[src/rtl/hmac_pkg.sv]
package hmac_pkg;

    // Control bits of one operation, carried as one value through the datapath.
    typedef struct packed {
        logic twos;    // operands and running value are two's complement
        logic accum;   // fold the product into the running value
        logic sub;     // subtract instead of add
        logic clamp;   // clamped arithmetic instead of wrap-around
    } mac_ctl_t;

    typedef enum logic [1:0] {
        CLAMP_NONE = 2'd0,
        CLAMP_HIGH = 2'd1,
        CLAMP_LOW  = 2'd2
    } clamp_e;

    // The intermediate width holds any true result of acc +/- product exactly.
    function automatic int ext_width(input int acc_w);
        return acc_w + 3;
    endfunction

endpackage

[src/rtl/hmac_mul.sv]
module hmac_mul #(
    parameter int OP_W = 16,
    parameter int XW   = 2 * OP_W + 3
) (
    input  logic                 twos,
    input  logic [OP_W-1:0]      a,
    input  logic [OP_W-1:0]      b,
    output logic signed [XW-1:0] prod
);
    logic signed [XW-1:0] a_x;
    logic signed [XW-1:0] b_x;

    // Fill the upper bits with the operand's sign in two's-complement mode, with 0 otherwise.
    assign a_x  = {{(XW-OP_W){a[OP_W-1] & twos}}, a};
    assign b_x  = {{(XW-OP_W){b[OP_W-1] & twos}}, b};
    assign prod = a_x * b_x;
endmodule

[src/rtl/hmac_addsub.sv]
module hmac_addsub #(
    parameter int ACC_W = 32,
    parameter int XW    = ACC_W + 3
) (
    input  hmac_pkg::mac_ctl_t   ctl,
    input  logic [ACC_W-1:0]     acc,
    input  logic signed [XW-1:0] prod,
    output logic signed [XW-1:0] total
);
    logic signed [XW-1:0] acc_x;

    assign acc_x = {{(XW-ACC_W){acc[ACC_W-1] & ctl.twos}}, acc};

    always_comb begin
        if (!ctl.accum) begin
            total = prod;
        end else if (ctl.sub) begin
            total = acc_x - prod;
        end else begin
            total = acc_x + prod;
        end
    end
endmodule

[src/rtl/hmac_sat.sv]
module hmac_sat #(
    parameter int ACC_W = 32,
    parameter int XW    = ACC_W + 3
) (
    input  hmac_pkg::mac_ctl_t   ctl,
    input  logic signed [XW-1:0] total,
    output logic [ACC_W-1:0]     res,
    output logic                 ovf
);
    import hmac_pkg::*;

    localparam logic signed [XW-1:0] ONE  = XW'(1);
    localparam logic signed [XW-1:0] ZERO = '0;
    localparam logic signed [XW-1:0] S_HI = (ONE <<< (ACC_W - 1)) - ONE;
    localparam logic signed [XW-1:0] S_LO = ZERO - (ONE <<< (ACC_W - 1));
    localparam logic signed [XW-1:0] U_HI = (ONE <<< ACC_W) - ONE;

    logic signed [XW-1:0] hi_b;
    logic signed [XW-1:0] lo_b;
    clamp_e               pick;

    // Bounds for the selected number format.
    assign hi_b = ctl.twos ? S_HI : U_HI;
    assign lo_b = ctl.twos ? S_LO : ZERO;

    always_comb begin
        pick = CLAMP_NONE;
        if (ctl.clamp && ctl.accum) begin
            if (total > hi_b) begin
                pick = CLAMP_HIGH;
            end else if (total < lo_b) begin
                pick = CLAMP_LOW;
            end
        end
    end

    always_comb begin
        unique case (pick)
            CLAMP_HIGH: res = hi_b[ACC_W-1:0];
            CLAMP_LOW:  res = lo_b[ACC_W-1:0];
            default:    res = total[ACC_W-1:0];
        endcase
    end

    assign ovf = (pick != CLAMP_NONE);
endmodule

[src/rtl/hmac_unit.sv]
module hmac_unit #(
    parameter int OP_W = 16
) (
    input  logic                clk,
    input  logic                rst,
    input  logic                in_valid,
    input  logic [OP_W-1:0]     op_a,
    input  logic [OP_W-1:0]     op_b,
    input  logic [2*OP_W-1:0]   acc_in,
    input  logic                ctl_signed,
    input  logic                ctl_accum,
    input  logic                ctl_sub,
    input  logic                ctl_sat,
    output logic                out_valid,
    output logic [2*OP_W-1:0]   result,
    output logic                ovf
);
    import hmac_pkg::*;

    localparam int ACC_W = 2 * OP_W;
    localparam int XW    = ext_width(ACC_W);

    localparam logic [ACC_W-1:0] V_SMAX = {1'b0, {(ACC_W-1){1'b1}}};
    localparam logic [ACC_W-1:0] V_SMIN = {1'b1, {(ACC_W-1){1'b0}}};
    localparam logic [ACC_W-1:0] V_UMAX = '1;
    localparam logic [ACC_W-1:0] V_ZERO = '0;

    mac_ctl_t             ctl;
    logic signed [XW-1:0] prod;
    logic signed [XW-1:0] total;
    logic [ACC_W-1:0]     res_d;
    logic                 ovf_d;

    assign ctl = '{twos: ctl_signed, accum: ctl_accum, sub: ctl_sub, clamp: ctl_sat};

    hmac_mul #(.OP_W(OP_W), .XW(XW)) u_mul (
        .twos (ctl.twos),
        .a    (op_a),
        .b    (op_b),
        .prod (prod)
    );

    hmac_addsub #(.ACC_W(ACC_W), .XW(XW)) u_addsub (
        .ctl   (ctl),
        .acc   (acc_in),
        .prod  (prod),
        .total (total)
    );

    hmac_sat #(.ACC_W(ACC_W), .XW(XW)) u_sat (
        .ctl   (ctl),
        .total (total),
        .res   (res_d),
        .ovf   (ovf_d)
    );

    always_ff @(posedge clk) begin
        if (rst) begin
            out_valid <= 1'b0;
            result    <= '0;
            ovf       <= 1'b0;
        end else begin
            out_valid <= in_valid;
            if (in_valid) begin
                result <= res_d;
                ovf    <= ovf_d;
            end
        end
    end

    // the valid flag follows the accept strobe with one cycle of delay
    assert_valid_follows_R8: assert property (@(posedge clk) disable iff (rst)
        in_valid |=> out_valid);
    assert_idle_no_valid_R8: assert property (@(posedge clk) disable iff (rst)
        !in_valid |=> !out_valid);

    // idle cycles leave the registered result untouched
    assert_idle_hold_R9: assert property (@(posedge clk) disable iff (rst)
        !in_valid |=> ($stable(result) && $stable(ovf)));

    // the flag is raised only in accumulate-with-clamp mode
    assert_ovf_mode_R7: assert property (@(posedge clk) disable iff (rst)
        (in_valid && !(ctl_sat && ctl_accum)) |=> !ovf);

    // a flagged result is always one of the bounds
    assert_ovf_at_bound_R5_R6: assert property (@(posedge clk) disable iff (rst)
        ovf |-> (result == V_SMAX || result == V_SMIN ||
                 result == V_UMAX || result == V_ZERO));
endmodule

[config.mk]
export PLATFORM = sky130hd
export DESIGN_NAME = hmac_unit
export DESIGN_NICKNAME = d
export VERILOG_FILES = /design/src/rtl/hmac_pkg.sv /design/src/rtl/hmac_mul.sv /design/src/rtl/hmac_addsub.sv /design/src/rtl/hmac_sat.sv /design/src/rtl/hmac_unit.sv
export SDC_FILE = /design/constraint.sdc
export NUM_CORES = 1
export LEC_CHECK = 0
export BUFFER_PORTS_ARGS = -buffer_cell sky130_fd_sc_hd__buf_2
export CORE_MARGIN = 3
export CORE_UTILIZATION = 45
export CTS_BUF_LIST = sky130_fd_sc_hd__clkbuf_8
export CTS_CLUSTER_DIAMETER = 30
export CTS_CLUSTER_SIZE = 8
export DETAILED_ROUTE_END_ITERATION = 8
export PLACE_DENSITY = 0.62
export SLEW_MARGIN = 30
export SYNTH_ARGS = -nofsm -noshare
export SYNTH_HDL_FRONTEND = slang
export SYNTH_HIERARCHICAL = 1
export SYNTH_SLANG_ARGS = --single-unit
[constraint.sdc]
create_clock -name clk -period 17.55 [get_ports clk]
set_clock_uncertainty 0.1 [all_clocks]
set_input_delay 5.265 -clock clk [delete_from_list [all_inputs] [get_ports clk]]
set_output_delay 5.265 -clock clk [all_outputs]
set_load 0.01 [all_outputs]
Yosys cells after proc, flatten, opt, wreduce, memory -nomap -nowiden
Index checks and enable logic that the tools add are counted.
{"block": "totals", "regBits": 34, "in_bits": 71, "out_inout_bits": 34, "wordCells": 23}
{"block": "op_classes", "add_sub_neg": 2, "multipliers": 1, "magnitude_cmp": 2, "eq_ne": 2, "mux": 8, "bitwise_logic": 3, "n_reduce_logical": 2}
{"operator": "$mux W35", "n": 3}
{"operator": "$pmux W32 S2", "n": 1}
{"operator": "$add A33 B34 Y35", "n": 1}
{"operator": "$gt A35 B35 Y1", "n": 1}
{"operator": "$lt A35 B35 Y1", "n": 1}
{"operator": "$sub A33 B34 Y35", "n": 1}
{"operator": "$mul A17 B17 Y34", "n": 1}
{"operator": "$mux W32", "n": 1}
{"operator": "$mux W2", "n": 3}
{"operator": "$and A1 B1 Y1", "n": 3}
{"operator": "$eq A2 B1 Y1 const B", "n": 1}
{"operator": "$eq A2 B2 Y1 const B", "n": 1}
{"operator": "$reduce_bool A2 Y1", "n": 1}
{"operator": "$logic_and A1 B1 Y1", "n": 1}

Longest topological paths before layout
{"block": "depth", "depth_word": 11, "ltp_mapped": 49, "mapped_depth_nobuf": 47}

Cells and area by module
The synthesis kept the hierarchy.
{"module": "hmac_mul", "instances": 1, "cells_each": 1190, "area_per_inst_um2": 10898.0, "seq_area_each_um2": 0.0}
{"module": "hmac_addsub", "instances": 1, "cells_each": 453, "area_per_inst_um2": 3195.6, "seq_area_each_um2": 0.0}
{"module": "hmac_unit", "instances": 1, "cells_each": 109, "area_per_inst_um2": 1229.9, "seq_area_each_um2": 680.7}
{"module": "hmac_sat", "instances": 1, "cells_each": 71, "area_per_inst_um2": 546.8, "seq_area_each_um2": 0.0}

Worst setup path before layout
No wires, ideal clock.
{"block": "synth_path", "kind": "input-to-reg", "start": "input port op_b[8]", "end": "register result[13]", "setup_ns": 0.128, "arrival_ns": 14.819, "required_ns": 17.322, "slack_ns": 2.503, "cell_stages": 43, "n_path_buf": 4, "path_cell_list": "clkbuf_1 > clkbuf_1 > nand2_1 > fa_1 > inv_1 > fa_1 > inv_1 > fa_1 > inv_1 > fa_1 > fa_1 > inv_1 > fa_1 > inv_1 > ha_1 > o21a_1 > a21oi_1 > a21oi_1 > (+7 left out) > xnor2_1 > ha_1 > buf_2 > a21o_1 > or3_1 > a311oi_1 > nor3_1 > nor3_2 > o21ai_0 > mux2i_1 > xor2_1 > ha_1 > nand2b_1 > a21o_2 > clkbuf_4 > a21o_1 > mux2i_1 > nor2_1"}
{"block": "synth_between", "elab_chain_cells": 10, "word_cells_on_any_way": 13, "cone_classes": "2 x add/sub; 1 x mul; 2 x order compare; 2 x eq/ne; 6 x mux"}
{"item": "from (decl)", "line": "hmac_unit.sv:8", "rtl": "input logic [OP_W-1:0] op_b,"}
{"item": "$mul A17 B17 Y34 (*)", "line": "hmac_mul.sv:16", "rtl": "assign prod = a_x * b_x;"}
{"item": "named net prod[21]", "line": "hmac_unit.sv:29", "rtl": "logic signed [XW-1:0] prod;"}
{"item": "$add A33 B34 Y35 / $sub A33 B34 Y35 (equally long branches)", "line": "hmac_addsub.sv:20, hmac_addsub.sv:18"}
{"item": "$mux W35 (*)", "line": "hmac_addsub.sv:17", "rtl": "end else if (ctl.sub) begin"}
{"item": "$mux W35 (*)", "line": "hmac_addsub.sv:15", "rtl": "if (!ctl.accum) begin"}
{"item": "named net total[34]", "line": "hmac_unit.sv:30", "rtl": "logic signed [XW-1:0] total;"}
{"item": "$lt A35 B35 Y1", "line": "hmac_sat.sv:31", "rtl": "end else if (total < lo_b) begin"}
{"item": "$mux W2", "line": "hmac_sat.sv:31"}
{"item": "$mux W2 (*)", "line": "hmac_sat.sv:29", "rtl": "if (total > hi_b) begin"}
{"item": "$mux W2 (*)", "line": "hmac_sat.sv:28", "rtl": "if (ctl.clamp && ctl.accum) begin"}
{"item": "$eq A2 B2 Y1 / $eq A2 B1 Y1 (equally long branches)", "line": "hmac_sat.sv:38", "rtl": "unique case (pick)"}
{"item": "$pmux W32 S2 (*)", "line": "hmac_sat.sv:38"}
{"item": "named net res_d[13]", "line": "hmac_unit.sv:31", "rtl": "logic [ACC_W-1:0] res_d;"}
{"item": "to (signal assigned)", "line": "hmac_unit.sv:65", "rtl": "result <= res_d;"}
{"item": "to (decl)", "line": "hmac_unit.sv:15", "rtl": "output logic [2*OP_W-1:0] result,"}
Mark *: on every way through the listed nets, which the timed path passes. The rest lies on a longest branch.
A chain may end at the register's enable or synchronous reset.

Final worst setup path
{"block": "layout_path", "start": "input port op_a[15]", "end": "register result[31]"}
{"block": "layout_between", "elab_chain_cells": 11, "word_cells_on_any_way": 14, "cone_classes": "2 x add/sub; 1 x mul; 2 x order compare; 2 x eq/ne; 6 x mux; 1 x bitwise"}
{"item": "from (decl)", "line": "hmac_unit.sv:7", "rtl": "input logic [OP_W-1:0] op_a,"}
{"item": "$and A1 B1 Y1", "line": "hmac_mul.sv:14", "rtl": "assign a_x = {{(XW-OP_W){a[OP_W-1] & twos}}, a};"}
{"item": "$mul A17 B17 Y34 (*)", "line": "hmac_mul.sv:16"}
{"item": "named net prod[21]", "line": "hmac_unit.sv:29"}
{"item": "$add A33 B34 Y35 / $sub A33 B34 Y35 (equally long branches)", "line": "hmac_addsub.sv:20, hmac_addsub.sv:18"}
{"item": "$mux W35 (*)", "line": "hmac_addsub.sv:17"}
{"item": "$mux W35 (*)", "line": "hmac_addsub.sv:15"}
{"item": "named net total[34]", "line": "hmac_unit.sv:30"}
{"item": "$lt A35 B35 Y1", "line": "hmac_sat.sv:31"}
{"item": "$mux W2", "line": "hmac_sat.sv:31"}
{"item": "$mux W2 (*)", "line": "hmac_sat.sv:29"}
{"item": "$mux W2 (*)", "line": "hmac_sat.sv:28"}
{"item": "$eq A2 B2 Y1 / $eq A2 B1 Y1 (equally long branches)", "line": "hmac_sat.sv:38"}
{"item": "$pmux W32 S2 (*)", "line": "hmac_sat.sv:38"}
{"item": "named net res_d[31]", "line": "hmac_unit.sv:31"}
Marks and branches as above.

==> results.sh <==
export IMPL_cp_slowest_cell="or4_4"
export IMPL_root_buffer="clkbuf_8"
export IMPL_critPathKind="input pin to flip-flop"
export IMPL_antenna_found_initial=1
export IMPL_clkSinkCount=34
export IMPL_maxSlewViolCount=0
export IMPL_syn2layout_area_growth_pct=4.93
export IMPL_synth_cell_types=80
export IMPL_cts_resized=0
export IMPL_num_antenna_cells=0
export IMPL_slowest_delay_ps=590
export IMPL_cp_common_cell="fa_1"
export IMPL_place_congestion=0.907
export IMPL_regToRegStartpoint="ovf"
export IMPL_setup_tns_ps=0
export IMPL_synth_fp_nets=2316
export IMPL_nets=2353
export IMPL_cts_hold_buf=0
export IMPL_r2r_end="ovf"
export IMPL_crit_cells=40
export IMPL_finish_utilization=0.481
export IMPL_yosys_warnings=6
export IMPL_cts_setup_buffers=0
export IMPL_holdPathEnd="result[21]"
export IMPL_wirelength_um=40400
export IMPL_ys_seq_area_frac=0.0429
export IMPL_die_w_um=194
export IMPL_status="completed"
export IMPL_synthFlopType="dfxtp_1"
export IMPL_hold_violations=0
export IMPL_critPathBufInv=4
export IMPL_rsz0062_at_grt="no"
export IMPL_required_ps=17680
export IMPL_rrSetupSlack_ps=16780
export IMPL_ant_nets=0
export IMPL_fin_crit_sh=0.912
export IMPL_grt_max_degree=44
export IMPL_clk_latency_ps=280
export IMPL_cts_max_path_buffers=2
export IMPL_track_usage=0.221
export IMPL_cap_violations=0
export IMPL_worstHoldPathCells=2
export IMPL_start_kind="input pin"
export IMPL_worst_slew_pin_slew_ps=959
export IMPL_path_max_fanout=33
export IMPL_drive_gt1_frac=0.0892
export IMPL_overflow=0
export IMPL_ff2ff_path_depth=2
export IMPL_cp_data_arrival_time_ps=16140
export IMPL_vias=12243
export IMPL_rows=68
export IMPL_synthesis_area_um2=15900
export IMPL_layout_min_cycle_time_ps=16010
export IMPL_drt_iter0_markers=683
export IMPL_worstSetupEndpointType="flip-flop"
export IMPL_synth_seq_cells=34
export IMPL_max_slew_margin=0.360
export IMPL_fmax_ghz=0.0624
export IMPL_htreeDepth=2
export IMPL_cts_tree="yes"
export IMPL_async_flop_share=0
export IMPL_first_pass_iters=7
export IMPL_dpl_cell_area_um2=16600
export IMPL_hpwlAfterDp_um=33700
export IMPL_critPathTopFamily="adder cells"
export IMPL_wire_per_inst_um=17.5
export IMPL_design_die_area_um2=37600
export IMPL_fp_dieH_um=194
export IMPL_hp_class="flip-flop to flip-flop"
export IMPL_core_area_um2=34600
export IMPL_area_sequential_um2=681
export IMPL_grt_pass1_vias=12997
export IMPL_cts_reportedPaths_clkPinSlew_ps=70
export IMPL_start_util=0.458
export IMPL_setup_violations=0
export IMPL_hold_start="result[21]"
export IMPL_postLayoutCellArea_um2=16700
export IMPL_multiInputGateArea_um2=13600
export IMPL_avgSynthCellArea_um2=8.71
export IMPL_nFillCells=3367
export IMPL_port_buffers=104
export IMPL_drc=0
export IMPL_syn_inst=1823
export IMPL_vias_per_cell=5.29
export IMPL_numCtsBuffers=5
export IMPL_num_io_pins=105
export IMPL_synth_edf_count=0
export IMPL_grt_pass1_wl_um=69000
==> layout make-up <==
| type | instances | share of cell area |
|---|---|---|
| Timing Repair Buffer | 105 | 0.0317 |
| Sequential cell | 34 | 0.0409 |
| Tap cell | 455 | 0.0342 |
| Multi-Input combinational cell | 1383 | 0.814 |
| Clock inverter | 2 | 0.000601 |
| Clock buffer | 5 | 0.00413 |
| Inverter | 331 | 0.0746 |
==> registers in the layout (all words and copies together), names as in the netlist <==
name       flops
out_valid      1
result        32
ovf            1
==> worst register-to-register path: stages (launching register included) <==
cell	delay, ps
dfxtp_1	330
mux2i_1	150
nor2_1	50
==> stage by stage <==
step | instances | hold slack, ps | worst slack, ps
after floorplan | 1823 | 431 | 2500
after global placement | 2308 | 373 | 1440
after detailed placement | 2308 | 376 | 1310
after CTS | 2315 | 392 | 1560
after global routing | 2315 | 428 | 790
final | 2315 | 390 | 1540
==> layer usage <==
layer | wire length [µm] | part of all wire | up-vias | global-route usage
li1 | - | - | 5828 | -
met1 | 19800 | 0.49 | 6100 | 0.333
met2 | 18100 | 0.45 | 275 | 0.346
met3 | 1900 | 0.047 | 38 | 0.0311
met4 | 563 | 0.014 | 2 | 0.0324
met5 | 13 | 0.00032 | - | 0
==> cell usage in the layout, fill, tap and decap left out, types with 3 or more instances in the layout <==
| cell | count |
|---|---|
| a211oi_1 | 8 |
| a21o_1 | 66 |
| a21o_2 | 3 |
| a21oi_1 | 72 |
| a21oi_2 | 3 |
| a31oi_1 | 9 |
| and2_1 | 132 |
| and3_1 | 16 |
| and4_1 | 3 |
| buf_2 | 104 |
| clkbuf_8 | 5 |
| dfxtp_1 | 34 |
| fa_1 | 297 |
| ha_1 | 125 |
| inv_1 | 331 |
| mux2_2 | 20 |
| mux2i_1 | 39 |
| nand2_1 | 183 |
| nand2b_1 | 13 |
| nand3_1 | 14 |
| nand3b_1 | 3 |
| nand4_1 | 19 |
| nor2_1 | 105 |
| nor2b_1 | 9 |
| nor3_1 | 17 |
| nor4_1 | 10 |
| o211ai_1 | 5 |
| o21a_1 | 11 |
| o21ai_0 | 29 |
| o21ai_1 | 8 |
| o21bai_1 | 7 |
| o31a_1 | 5 |
| o31ai_1 | 3 |
| or3_1 | 7 |
| xnor2_1 | 75 |
| xor2_1 | 18 |
==> synthesized netlist by cell type, types with 18 or more instances <==
cell type    n  share of area
a21oi_1     72          0.023
nor2_1     105          0.025
xnor2_1     75          0.041
mux2i_1     39          0.025
nand2_1    183          0.043
fa_1       297           0.37
xor2_1      18         0.0099
o21ai_0     29         0.0091
a21o_1      66          0.031
dfxtp_1     34          0.043
ha_1       125          0.099
nand4_1     19         0.0075
inv_1      331          0.078
clkbuf_1    55          0.013
mux2_2      20          0.014
and2_1     132          0.052
==> worst max-delay path by stage <==
stage,startpoint,endpoint
floorplan,op_b[8],result[13]
global placement,op_a[15],result[31]
detailed placement,op_a[15],result[31]
CTS,op_a[15],result[31]
global route,op_a[15],result[31]
finish,op_a[15],result[31]
==> kinds of logic (layout without fill, tap and decap cells) <==
group | after synthesis | in the layout | synth area share
and+or+nand+nor | 548 | 548 | 0.175
adders and majority gates | 422 | 422 | 0.473
buffers and inverters | 406 | 443 | 0.103
AOI/OAI and AO/OA | 260 | 260 | 0.115
xor gates and xnor gates | 94 | 94 | 0.0523
muxes | 59 | 59 | 0.0388
DFF | 34 | 34 | 0.0429
Power is not shown: default switching activity piles up to over one toggle a cycle in this logic, so the estimate is an artifact.
